[config.mk]
export PLATFORM = sky130hd
export DESIGN_NAME = swint_seq
export DESIGN_NICKNAME = d
export VERILOG_FILES = /design/src/rtl/swi_pkg.sv /design/src/rtl/swi_phase_seq.sv /design/src/rtl/swi_sample_diff.sv /design/src/rtl/swint_seq.sv
export SDC_FILE = /design/constraint.sdc
export NUM_CORES = 1
export LEC_CHECK = 0
export BUFFER_PORTS_ARGS = -buffer_cell sky130_fd_sc_hd__buf_2
export CAP_MARGIN = 20
export CELL_PAD_IN_SITES_DETAIL_PLACEMENT = 1
export CELL_PAD_IN_SITES_GLOBAL_PLACEMENT = 2
export CORE_MARGIN = 3
export CORE_UTILIZATION = 30
export CTS_BUF_LIST = sky130_fd_sc_hd__clkbuf_4 sky130_fd_sc_hd__clkbuf_8 sky130_fd_sc_hd__clkbuf_16
export DETAILED_ROUTE_END_ITERATION = 16
export PLACE_DENSITY = 0.81
export REMOVE_ABC_BUFFERS = 1
export SYNTH_ARGS = -nofsm -noshare
export SYNTH_HDL_FRONTEND = slang
export SYNTH_HIERARCHICAL = 1
export SYNTH_SLANG_ARGS = --single-unit
[constraint.sdc]
create_clock -name clk -period 3.5 [get_ports clk]
set_input_delay 0.7 -clock clk [delete_from_list [all_inputs] [get_ports clk]]
set_output_delay 0.7 -clock clk [all_outputs]
set_load 0.01 [all_outputs]
[src/rtl/swi_pkg.sv]
package swi_pkg;
  typedef enum logic [2:0] {
    PH_IDLE = 3'd0,
    PH_RST  = 3'd1,
    PH_PRE  = 3'd2,
    PH_INT  = 3'd3,
    PH_POST = 3'd4
  } phase_t;
endpackage

[src/rtl/swi_phase_seq.sv]
module swi_phase_seq
  import swi_pkg::*;
#(
  parameter int CW         = 24,
  parameter int RST_CYC    = 1250,
  parameter int PRE_CYC    = 1250,
  parameter int POST_CYC   = 1250,
  parameter int SETTLE_CYC = 625
) (
  input  logic          clk,
  input  logic          rst,
  input  logic          run_en,
  input  logic          simple_mode,
  input  logic [CW-1:0] int_len,
  output logic          sw_rst_n,
  output logic          sw_in_n,
  output logic          conv,
  output logic          conv_is_b,
  output logic          win_a_end,
  output logic          win_b_end,
  output logic          simple_q
);
  localparam logic [CW-1:0] RST_LAST  = CW'(RST_CYC - 1);
  localparam logic [CW-1:0] PRE_LAST  = CW'(PRE_CYC - 1);
  localparam logic [CW-1:0] POST_LAST = CW'(POST_CYC - 1);
  localparam logic [CW-1:0] B_MARK    = CW'(POST_CYC - 1 - SETTLE_CYC);

  phase_t        phase, nphase;
  logic [CW-1:0] cnt, ncnt, int_q, nint, int_eff;
  logic          simple_d, nsimple, last;

  assign int_eff   = (int_len == '0) ? CW'(1) : int_len;
  assign last      = (cnt == '0);
  assign win_a_end = (phase == PH_PRE) && last;
  assign win_b_end = (phase == PH_POST) && last;
  assign simple_q  = simple_d;

  always_comb begin
    nphase  = phase;
    ncnt    = cnt - 1'b1;
    nint    = int_q;
    nsimple = simple_d;
    unique case (phase)
      PH_IDLE: begin
        ncnt = cnt;
        if (run_en) begin
          nphase  = PH_RST;
          ncnt    = RST_LAST;
          nint    = int_eff;
          nsimple = simple_mode;
        end
      end
      PH_RST: if (last) begin
        if (simple_d) begin
          nphase = PH_INT;
          ncnt   = int_q - 1'b1;
        end else begin
          nphase = PH_PRE;
          ncnt   = PRE_LAST;
        end
      end
      PH_PRE: if (last) begin
        nphase = PH_INT;
        ncnt   = int_q - 1'b1;
      end
      PH_INT: if (last) begin
        nphase = PH_POST;
        ncnt   = POST_LAST;
      end
      PH_POST: if (last) begin
        if (run_en) begin
          nphase  = PH_RST;
          ncnt    = RST_LAST;
          nint    = int_eff;
          nsimple = simple_mode;
        end else begin
          nphase = PH_IDLE;
          ncnt   = '0;
        end
      end
      default: begin
        nphase = PH_IDLE;
        ncnt   = '0;
      end
    endcase
  end

  always_ff @(posedge clk) begin
    if (rst) begin
      phase     <= PH_IDLE;
      cnt       <= '0;
      int_q     <= CW'(1);
      simple_d  <= 1'b0;
      sw_rst_n  <= 1'b1;
      sw_in_n   <= 1'b1;
      conv      <= 1'b0;
      conv_is_b <= 1'b0;
    end else begin
      phase     <= nphase;
      cnt       <= ncnt;
      int_q     <= nint;
      simple_d  <= nsimple;
      sw_rst_n  <= (nphase != PH_RST);
      sw_in_n   <= !((nphase == PH_INT) || (nsimple && (nphase != PH_IDLE)));
      conv      <= ((nphase == PH_PRE) && (phase != PH_PRE)) ||
                   ((nphase == PH_POST) && (ncnt == B_MARK));
      conv_is_b <= (nphase == PH_POST);
    end
  end

  assert_no_overlap_R3: assert property (@(posedge clk) disable iff (rst)
    !simple_d |-> (sw_rst_n || sw_in_n));
  assert_pre_to_int_R2: assert property (@(posedge clk) disable iff (rst)
    (phase == PH_PRE && last) |=> (phase == PH_INT && !sw_in_n));
  assert_int_bound_R7: assert property (@(posedge clk) disable iff (rst)
    (phase == PH_INT) |-> (cnt < int_q));
  assert_idle_quiet_R10: assert property (@(posedge clk) disable iff (rst)
    (phase == PH_IDLE) |-> (sw_rst_n && sw_in_n && !conv));
endmodule

[src/rtl/swi_sample_diff.sv]
module swi_sample_diff #(
  parameter int DW = 12
) (
  input  logic          clk,
  input  logic          rst,
  input  logic          conv,
  input  logic          conv_is_b,
  input  logic          win_a_end,
  input  logic          win_b_end,
  input  logic          simple_q,
  input  logic          adc_vld,
  input  logic [DW-1:0] adc_data,
  output logic [DW:0]   res,
  output logic          res_vld,
  output logic          late
);
  logic              pend_a, pend_b, have_a;
  logic signed [DW:0] a_x, d_x;

  assign d_x = $signed({adc_data[DW-1], adc_data});

  always_ff @(posedge clk) begin
    if (rst) begin
      pend_a  <= 1'b0;
      pend_b  <= 1'b0;
      have_a  <= 1'b0;
      a_x     <= '0;
      res     <= '0;
      res_vld <= 1'b0;
      late    <= 1'b0;
    end else begin
      res_vld <= 1'b0;
      late    <= 1'b0;
      if (conv && !conv_is_b) begin
        pend_a <= 1'b1;
        have_a <= 1'b0;
      end else if (pend_a && adc_vld) begin
        a_x    <= d_x;
        have_a <= 1'b1;
        pend_a <= 1'b0;
      end else if (pend_a && win_a_end) begin
        pend_a <= 1'b0;
        late   <= 1'b1;
      end
      if (conv && conv_is_b) begin
        pend_b <= 1'b1;
      end else if (pend_b && adc_vld) begin
        pend_b <= 1'b0;
        if (simple_q) begin
          res     <= d_x;
          res_vld <= 1'b1;
        end else if (have_a) begin
          res     <= d_x - a_x;
          res_vld <= 1'b1;
        end
      end else if (pend_b && win_b_end) begin
        pend_b <= 1'b0;
        late   <= 1'b1;
      end
    end
  end

  assert_res_pulse_R5: assert property (@(posedge clk) disable iff (rst)
    res_vld |=> !res_vld);
  assert_late_no_res_R8: assert property (@(posedge clk) disable iff (rst)
    late |-> !res_vld);
endmodule

[src/rtl/swint_seq.sv]
module swint_seq #(
  parameter int DW         = 12,
  parameter int CW         = 24,
  parameter int RST_CYC    = 1250,
  parameter int PRE_CYC    = 1250,
  parameter int POST_CYC   = 1250,
  parameter int SETTLE_CYC = 625
) (
  input  logic          clk,
  input  logic          rst,
  input  logic          run_en,
  input  logic          simple_mode,
  input  logic [CW-1:0] int_len,
  input  logic          adc_vld,
  input  logic [DW-1:0] adc_data,
  output logic          sw_rst_n,
  output logic          sw_in_n,
  output logic          adc_conv,
  output logic [DW:0]   res_o,
  output logic          res_vld,
  output logic          late
);
  logic conv_is_b, win_a_end, win_b_end, simple_q;

  swi_phase_seq #(
    .CW(CW), .RST_CYC(RST_CYC), .PRE_CYC(PRE_CYC),
    .POST_CYC(POST_CYC), .SETTLE_CYC(SETTLE_CYC)
  ) u_seq (
    .clk(clk), .rst(rst), .run_en(run_en), .simple_mode(simple_mode),
    .int_len(int_len), .sw_rst_n(sw_rst_n), .sw_in_n(sw_in_n),
    .conv(adc_conv), .conv_is_b(conv_is_b), .win_a_end(win_a_end),
    .win_b_end(win_b_end), .simple_q(simple_q)
  );

  swi_sample_diff #(.DW(DW)) u_cap (
    .clk(clk), .rst(rst), .conv(adc_conv), .conv_is_b(conv_is_b),
    .win_a_end(win_a_end), .win_b_end(win_b_end), .simple_q(simple_q),
    .adc_vld(adc_vld), .adc_data(adc_data), .res(res_o),
    .res_vld(res_vld), .late(late)
  );

  assert_conv_open_R4: assert property (@(posedge clk) disable iff (rst)
    adc_conv |-> sw_rst_n);
endmodule

==> summary.txt, run 1 <==
Worst hold path
  – Hold depth: 2
  – Hold Path Class: flip-flop to flip-flop
  – Hold path startpoint: u_cap/res[1]$_SDFFE_PP0P_
  – Hold path endpoint: u_cap/res[1]$_SDFFE_PP0P_

Yosys
  – YS warnings: 6
  – Syn avg cell area: 7.79 sq um
  – Number of synthesized flops with an enable pin: 0
  – Synth area leader: dfxtp_1
  – Share of the synthesized area in the top cell type: 0.299
  – Sequential area share after synthesis: 0.299
  – Async SR Flop Fraction: 0
  – Yosys cell types: a little over 90
  – Top FF cell, synth: dfxtp_1
  – Synthesized flop and latch total: 86
  – Dominant cells by area after synthesis: dfxtp_1 (30%), nand2_1 (6.9%), a21oi_1 (6.3%)
  – Cell area after synthesis: just under 0.006 sq mm
  – Cells after Synth: 740

Floorplanning
  – Num ports: 59
  – Placeable Area: about 0.019 sq mm
  – FP Rows: 50
  – Die Wd: 145 um
  – Initial core utilization: 0.307
  – Die Y: 145 um
  – Die area: between 0.02 and 0.025 sq mm

Detailed routing
  – DR WL/cell: about 19 um
  – WL final: between 20 and 25 mm
  – Post-DRT Antenna Nets: 0
  – DR DRC count: 0
  – Drt pass-1 iters: 5
  – Detailed-route via count: 5818
  – Routed vias/inst: 5.64
  – Iter 0 DRT Violations: between 300 and 400

GRT
  – Pin count of the biggest net entering global routing: 33
  – Grt total ovfl: 0
  – First-pass GRT wire length: 31.6 mm
  – Vias in the first global route: 5642
  – Initial antenna violation count: 0
  – Total track usage: 0.194

Layout
  – Area grow syn2layout: 14.8%
  – Share of cells above drive strength 1: 0.168
  – Ant. Diodes: 0
  – Post-layout instance area: about 0.0066 sq mm
  – Number of fill cells: 2332
  – Nets: 850

Power
  – Switching Share: 0.494
  – Tot Pwr: 5.82 mW
  – Leakage: approximately 2.6 nW
  – Internal: 2.95 mW
  – Combinational power share: 0.596
  – PwrDens: 880 mW/mm^2
  – Clk network pwr share: 0.158
  – Register share of total power: 0.246
  – Peak supply drop: 0.322 mV
  – Net Sw Power: 2.88 mW

Critical path
  – CP Max Fanout: 7
  – Reg-to-Reg End: u_seq/conv$_SDFF_PP0_
  – Startpoint types: flip-flop
  – R2R cell count: 10
  – Reg-to-reg slack, setup: approximately 0.25 ns
  – Setup CP Type: flip-flop to flip-flop
  – Crit path from: u_seq/int_q[0]$_SDFFE_PP1P_
  – Setup crit end kind: flip-flop
  – Critical path arrival: 3.54 ns
  – R2r startpoint: u_seq/int_q[0]$_SDFFE_PP1P_
  – CP required: 3.79 ns

Timing
  – Setup Viol. Count Final: 0
  – Final Hold Viols: 0
  – Fmax: 308 MHz
  – Post-route clock period utilization: 0.928
  – Final min period: 3.25 ns
  – Worst Skew: 0.0123 ns
  – Max Slew Vio Count: 0
  – RSZ-0062 raised after global routing: false
  – Setup TNS: 0 ns
  – Tightest Pin Transition: 0.708 ns
  – Relative slew slack: 0.524

Placed design
  – Post-DP Area: approximately 0.0063 sq mm
  – Port Buffers: 58
  – Gp weighted congestion: 1.00
  – Placed wire-length estimate: 15.0 mm

CTS
  – CTS tree: built
  – Clock Latency Late Sink: between 0.3 and 0.4 ns
  – PostCTS Resize Cnt: 0
  – Clk sink count: 86
  – TritonCTS buffer count: 9
  – CTS clk-pin slew, worst paths: 0.07 ns
  – Total number of H-tree levels: 3
  – CTS Hold Bufs: 0
  – CTS max path bufs: 2
  – Setup Fix Bufs, Post-CTS: 0
  – Root Buffer: clkbuf_16

Flow run
  – Max_cap viols: 0

Status
  – Outcome: complete, no violations
==> stage by stage <==
stage	utilization	setup WS, ns	hold slack [ns]	instances
after floorplan	-	0.386	0.430	696
after global placement	0.338	0.315	0.441	1016
after detailed placement	0.338	0.306	0.451	1016
after CTS	0.353	0.279	0.459	1032
after global routing	0.353	0.0754	0.483	1032
final	0.353	0.254	0.451	1032
==> cell usage in the layout, fill, tap and decap left out, types with 7 or more instances in the layout <==
cell type and count:
a211oi_1 9, a21oi_1 72, and3_1 7, buf_2 58, buf_4 28, clkbuf_16 9, dfxtp_1 86, ha_1 15
inv_1 23, nand2_1 106, nand2b_1 9, nand3_1 13, nand4_1 12, nor2_1 57, nor2b_1 11, nor3_1 29
nor4_1 18, o21a_1 10, o21ai_0 18, o21ai_1 8, or3_1 7, xnor2_1 19, xor2_1 18
==> power by group through the flow <==
stage	Clock (mW)	Combinational, mW	Sequential, mW
after CTS	0.952	3.40	1.43
after detailed placement	0	3.37	1.45
final	0.920	3.47	1.43
after global placement	0	3.37	1.44
after floorplan	0	2.02	1.39
after global routing	0.991	3.75	1.46
==> worst max-delay path by stage <==
stage / end / slack [ns]
floorplan: u_seq/conv$_SDFF_PP0_ / 0.39
global placement: u_seq/conv$_SDFF_PP0_ / 0.31
detailed placement: u_seq/conv$_SDFF_PP0_ / 0.31
CTS: u_seq/conv$_SDFF_PP0_ / 0.28
global route: u_seq/conv$_SDFF_PP0_ / 0.08
finish: u_seq/conv$_SDFF_PP0_ / 0.25
==> critical path, cell delays in order (launching register included) <==
cell      delay [ns]
dfxtp_1         0.35
inv_1           0.13
ha_1            0.24
or4b_1          0.60
nor4_4          0.43
nor3b_2         0.25
xor2_1          0.09
a211oi_1        0.44
and4b_1         0.31
and4_1          0.20
a41o_1          0.14
==> synthesized netlist by cell type, types with 4 or more instances <==
library cell and n:
a211oi_1 9, a21boi_0 4, a21o_1 5, a21oi_1 72
a221oi_1 4, a31oi_1 6, and3_1 7, buf_2 9
clkbuf_1 27, dfxtp_1 86, ha_1 15, inv_1 23
nand2_1 106, nand2b_1 9, nand3_1 13, nand3b_1 6
nand4_1 12, nor2_1 57, nor2b_1 11, nor3_1 29
nor3b_1 6, nor4_1 18, nor4_2 6, o2111ai_1 4
o211ai_1 6, o21a_1 10, o21ai_0 18, o21ai_1 8
o22ai_1 4, o31a_1 6, o31ai_1 4, or2_2 4
or3_1 7, or4_1 6, xnor2_1 19, xor2_1 18
==> cell families (layout without fill, tap and decap cells) <==
group	count (synthesis)	after routing	synth area share
AOI/OAI and AO/OA	202	202	0.240
xor gates and xnor gates	37	37	0.0562
adders and majority gates	17	17	0.0378
buffers and inverters	67	125	0.0514
DFF	86	86	0.299
muxes	3	3	0.00543
and+or+nand+nor	328	328	0.310
==> final cells by class <==
| type | instances | area, sq um | share of cell area |
|---|---|---|---|
| Clock buffer | 12 | 248 | 0.0374 |
| Clock inverter | 4 | 23.8 | 0.00359 |
| Timing Repair Buffer | 86 | 500 | 0.0756 |
| Tap cell | 234 | 293 | 0.0442 |
| Inverter | 23 | 86.3 | 0.0130 |
| Sequential cell | 86 | 1720 | 0.260 |
| Multi-Input combinational cell | 587 | 3750 | 0.566 |
==> registers in the layout, indices dropped and copies added, names as in the netlist, 3 cells and up <==
signal	cells
u_seq/phase	3
u_seq/cnt	24
u_seq/int_q	24
u_cap/res	13
u_cap/a_x	12
==> metal layers <==
metal  routed length, um  track usage  share of wire
met5                   0            0              0
met4                 339       0.0496          0.017
met3                1090       0.0360          0.055
met2                9010        0.302           0.45
met1                9560        0.277           0.48
Note: power is estimated with default switching activity, not from simulation.
==> run 2, diff against run 1 <==
--- a/config.mk
+++ b/config.mk
@@ -5,13 +5,14 @@
 export SDC_FILE = /design/constraint.sdc
 export NUM_CORES = 1
 export LEC_CHECK = 0
-export BUFFER_PORTS_ARGS = -buffer_cell sky130_fd_sc_hd__buf_2
+export BUFFER_PORTS_ARGS = -buffer_cell sky130_fd_sc_hd__buf_4
 export CAP_MARGIN = 20
 export CELL_PAD_IN_SITES_DETAIL_PLACEMENT = 1
 export CELL_PAD_IN_SITES_GLOBAL_PLACEMENT = 2
 export CORE_MARGIN = 3
 export CORE_UTILIZATION = 30
 export CTS_BUF_LIST = sky130_fd_sc_hd__clkbuf_4 sky130_fd_sc_hd__clkbuf_8 sky130_fd_sc_hd__clkbuf_16
+export CTS_CLUSTER_SIZE = 16
 export DETAILED_ROUTE_END_ITERATION = 16
 export PLACE_DENSITY = 0.81
 export REMOVE_ABC_BUFFERS = 1
==> run 2 against run 1 <==
Setup slack worse by 0.079 ns. Sequential power hardly changed. Core utilization is 0.83 points higher. Final area is 2.4% higher. Clock skew is 0.0018 ns lower. Wire length is 1.5% lower.
==> summary.txt, run 2 (synthesized netlist as in run 1, its figures left out) <==
Critical path
  – CP Max Fanout: 7 (unchanged)
  – Startpoint types: flip-flop
  – CP required: 3.79 ns (about the same)
  – Critical path's top delay family: simple AND/OR/NAND/NOR gates
  – Setup crit end kind: flip-flop
  – Worst-path cell chain: inv_1, ha_1, or4b_1, nor4_4, nor3b_2, xor2_1, a211oi_1, and4b_1, and4_1, a41o_1
  – Largest stage delay on the critical path: 0.60 ns (about the same)
  – Critical path arrival: 3.62 ns (+0.08 ns)
  – CP bufs+invs: 1 (unchanged)
  – Slowest CP cell: or4b_1
  – Setup CP Type: flip-flop to flip-flop

CTS
  – CTS max path bufs: 2 (unchanged)
  – PostCTS Resize Cnt: 0 (unchanged)
  – CTS clk-pin slew, worst paths: 0.07 ns (about the same)
  – Clk sink count: 86 (unchanged)
  – Total number of H-tree levels: 3 (unchanged)
  – CTS tree: built
  – Root Buffer: clkbuf_16
  – Setup Fix Bufs, Post-CTS: 0 (unchanged)
  – TritonCTS buffer count: 9 (unchanged)
  – CTS Hold Bufs: 0 (unchanged)
  – Clock Latency Late Sink: 0.35 ns (about the same)

Power
  – PwrDens: 834 mW/mm^2 (-5.2%)
  – Leakage: 2.59 nW (+1.5%)
  – Tot Pwr: 5.65 mW (-3.0%)
  – Peak supply drop: 0.325 mV (+0.68%)

Layout
  – Area grow syn2layout: 17.5%
  – Commonest non-fill, non-tap cell in the layout: nand2_1
  – Non-filler cells in the finished layout: 1029 (-0.29%)
  – Nets: 847 (-0.35%)
  – Most frequent cells in the layout: nand2_1 (106), dfxtp_1 (86), buf_4 (83)
  – Ant. Diodes: 0 (unchanged)
  – Share of cells above drive strength 1: 0.165 (-0.00314)
  – Regs by FF count: u_seq/cnt (24), u_seq/int_q (24), u_cap/res (13)
  – Post-layout instance area: 0.00678 sq mm (+2.4%)

Timing
  – Final Hold Viols: 0 (unchanged)
  – Final worst setup slack: 0.174 ns (-0.0793 ns)
  – Relative slew slack: 0.520 (-0.00360)
  – Post-route clock period utilization: 0.950 (+0.0227)
  – Final min period: 3.33 ns (+0.0793 ns)
  – RSZ-0062 raised after global routing: false
  – Tightest Pin Transition: 0.714 ns (+0.00536 ns)
  – Setup Viol. Count Final: 0 (unchanged)
  – Max Slew Vio Count: 0 (unchanged)
  – Worst Skew: 0.0105 ns (-0.00176 ns)
  – Setup TNS: 0 ns (unchanged)
  – Fmax: 301 MHz (-2.4%)

Placed design
  – Placed cell count: 1013 (-0.30%)
  – Port Buffers: 58 (unchanged)
  – Placed wire-length estimate: 14.8 mm (-1.0%)
  – Post-DP Area: 0.00647 sq mm (+1.9%)
  – Gp weighted congestion: 0.931 (-7.4%)
  – Place WS: 0.242 ns (-0.0644 ns)

Detailed routing
  – DR WL/cell: 19.2 um (-1.2%)
  – Routed vias/inst: 5.60 (-0.64%)
  – Detailed-route via count: 5764 (-0.93%)
  – DR DRC count: 0 (unchanged)
  – Drt pass-1 iters: 5 (unchanged)
  – Iter 0 DRT Violations: 332 (-13%)
  – Post-DRT Antenna Nets: 0 (unchanged)
  – WL final: 19.7 mm (-1.5%)

GRT
  – First-pass GRT wire length: 31.8 mm (+0.44%)
  – Initial antenna violation count: 0 (unchanged)
  – Vias in the first global route: 5607 (-0.62%)
  – Global routing's busiest layer: met2
  – Grt met3 use: 0.0347 (-0.00132)
  – Total track usage: 0.194 (about the same)
  – Global routing usage on met2: 0.289 (-0.0129)
  – Met1 Usage GRT: 0.280 (+0.00284)
  – Pin count of the biggest net entering global routing: 63 (+91%)
  – Grt total ovfl: 0 (unchanged)

Floorplanning
  – Placeable Area: 0.0188 sq mm (unchanged)
  – FP Rows: 50 (unchanged)
  – Num ports: 59 (unchanged)
  – Die area: 0.0209 sq mm (unchanged)
  – Initial core utilization: 0.307 (unchanged)
  – Die Y: 145 um (unchanged)
  – Die Wd: 145 um (unchanged)

Worst hold path
  – Hold Path Class: flip-flop to flip-flop

Status
  – Outcome: complete, no violations

Flow run
  – Max_cap viols: 0 (unchanged)
run 2: cell count changes in the layout (fill, tap and decap cells not counted):
cell | previous run | this run
clkinv_4 | 1 | 0
bufinv_16 | 0 | 1
buf_2 | 58 | 0
buf_4 | 28 | 83
clkbuf_8 | 0 | 2
clkbuf_4 | 3 | 1
run 2: per-stage QoR:
| step | hold WS (ns) | utilization |
|---|---|---|
| 2_1_floorplan | 0.430 | - |
| 3_3_place_gp | 0.445 | 0.345 |
| 3_5_place_dp | 0.450 | 0.345 |
| 4_1_cts | 0.460 | 0.361 |
| 5_1_grt | 0.487 | 0.361 |
| 6_report | 0.459 | 0.361 |
run 2: worst paths after layout:
path	endpoint	cells after the start	startpoint	slack [ns]
hold / removal	u_cap/a_x[9]$_SDFFE_PP0P_	2	u_cap/a_x[9]$_SDFFE_PP0P_	0.46
hold reg to reg	u_cap/a_x[9]$_SDFFE_PP0P_	2	u_cap/a_x[9]$_SDFFE_PP0P_	0.46
setup reg to reg	u_seq/conv$_SDFF_PP0_	10	u_seq/int_q[0]$_SDFFE_PP1P_	0.17
setup / recovery	u_seq/conv$_SDFF_PP0_	10	u_seq/int_q[0]$_SDFFE_PP1P_	0.17
run 2: power by group:
group          total [mW]  switching (mW)  internal (mW)
clock network        1.02           0.424          0.598
logic                3.21            2.01           1.20
registers            1.42           0.272           1.15
run 2: cell type report:
| type | instances | area (sq um) |
|---|---|---|
| clock inverter | 4 | 45.0 |
| fill | 2324 | 12000 |
| tap | 234 | 293 |
| clock buffer | 12 | 260 |
| multi-input combinational | 587 | 3750 |
| inverter | 23 | 86.3 |
| sequential | 86 | 1720 |
| timing repair buffer | 83 | 623 |
run 2: worst register-to-register path, stage by stage (launching register included):
cell and delay, ns:
dfxtp_1 0.35, inv_1 0.12, ha_1 0.23, or4b_1 0.60, nor4_4 0.44, nor3b_2 0.26, xor2_1 0.10, a211oi_1 0.54
and4b_1 0.32, and4_1 0.19, a41o_1 0.15
run 2: metal layers:
layer / wire length [um] / vias up / part of all wire
met5: 31 / - / 0.0016
met2: 8570 / 154 / 0.43
li1: - / 2820 / -
met4: 516 / 2 / 0.026
met3: 1020 / 29 / 0.052
met1: 9580 / 2759 / 0.49
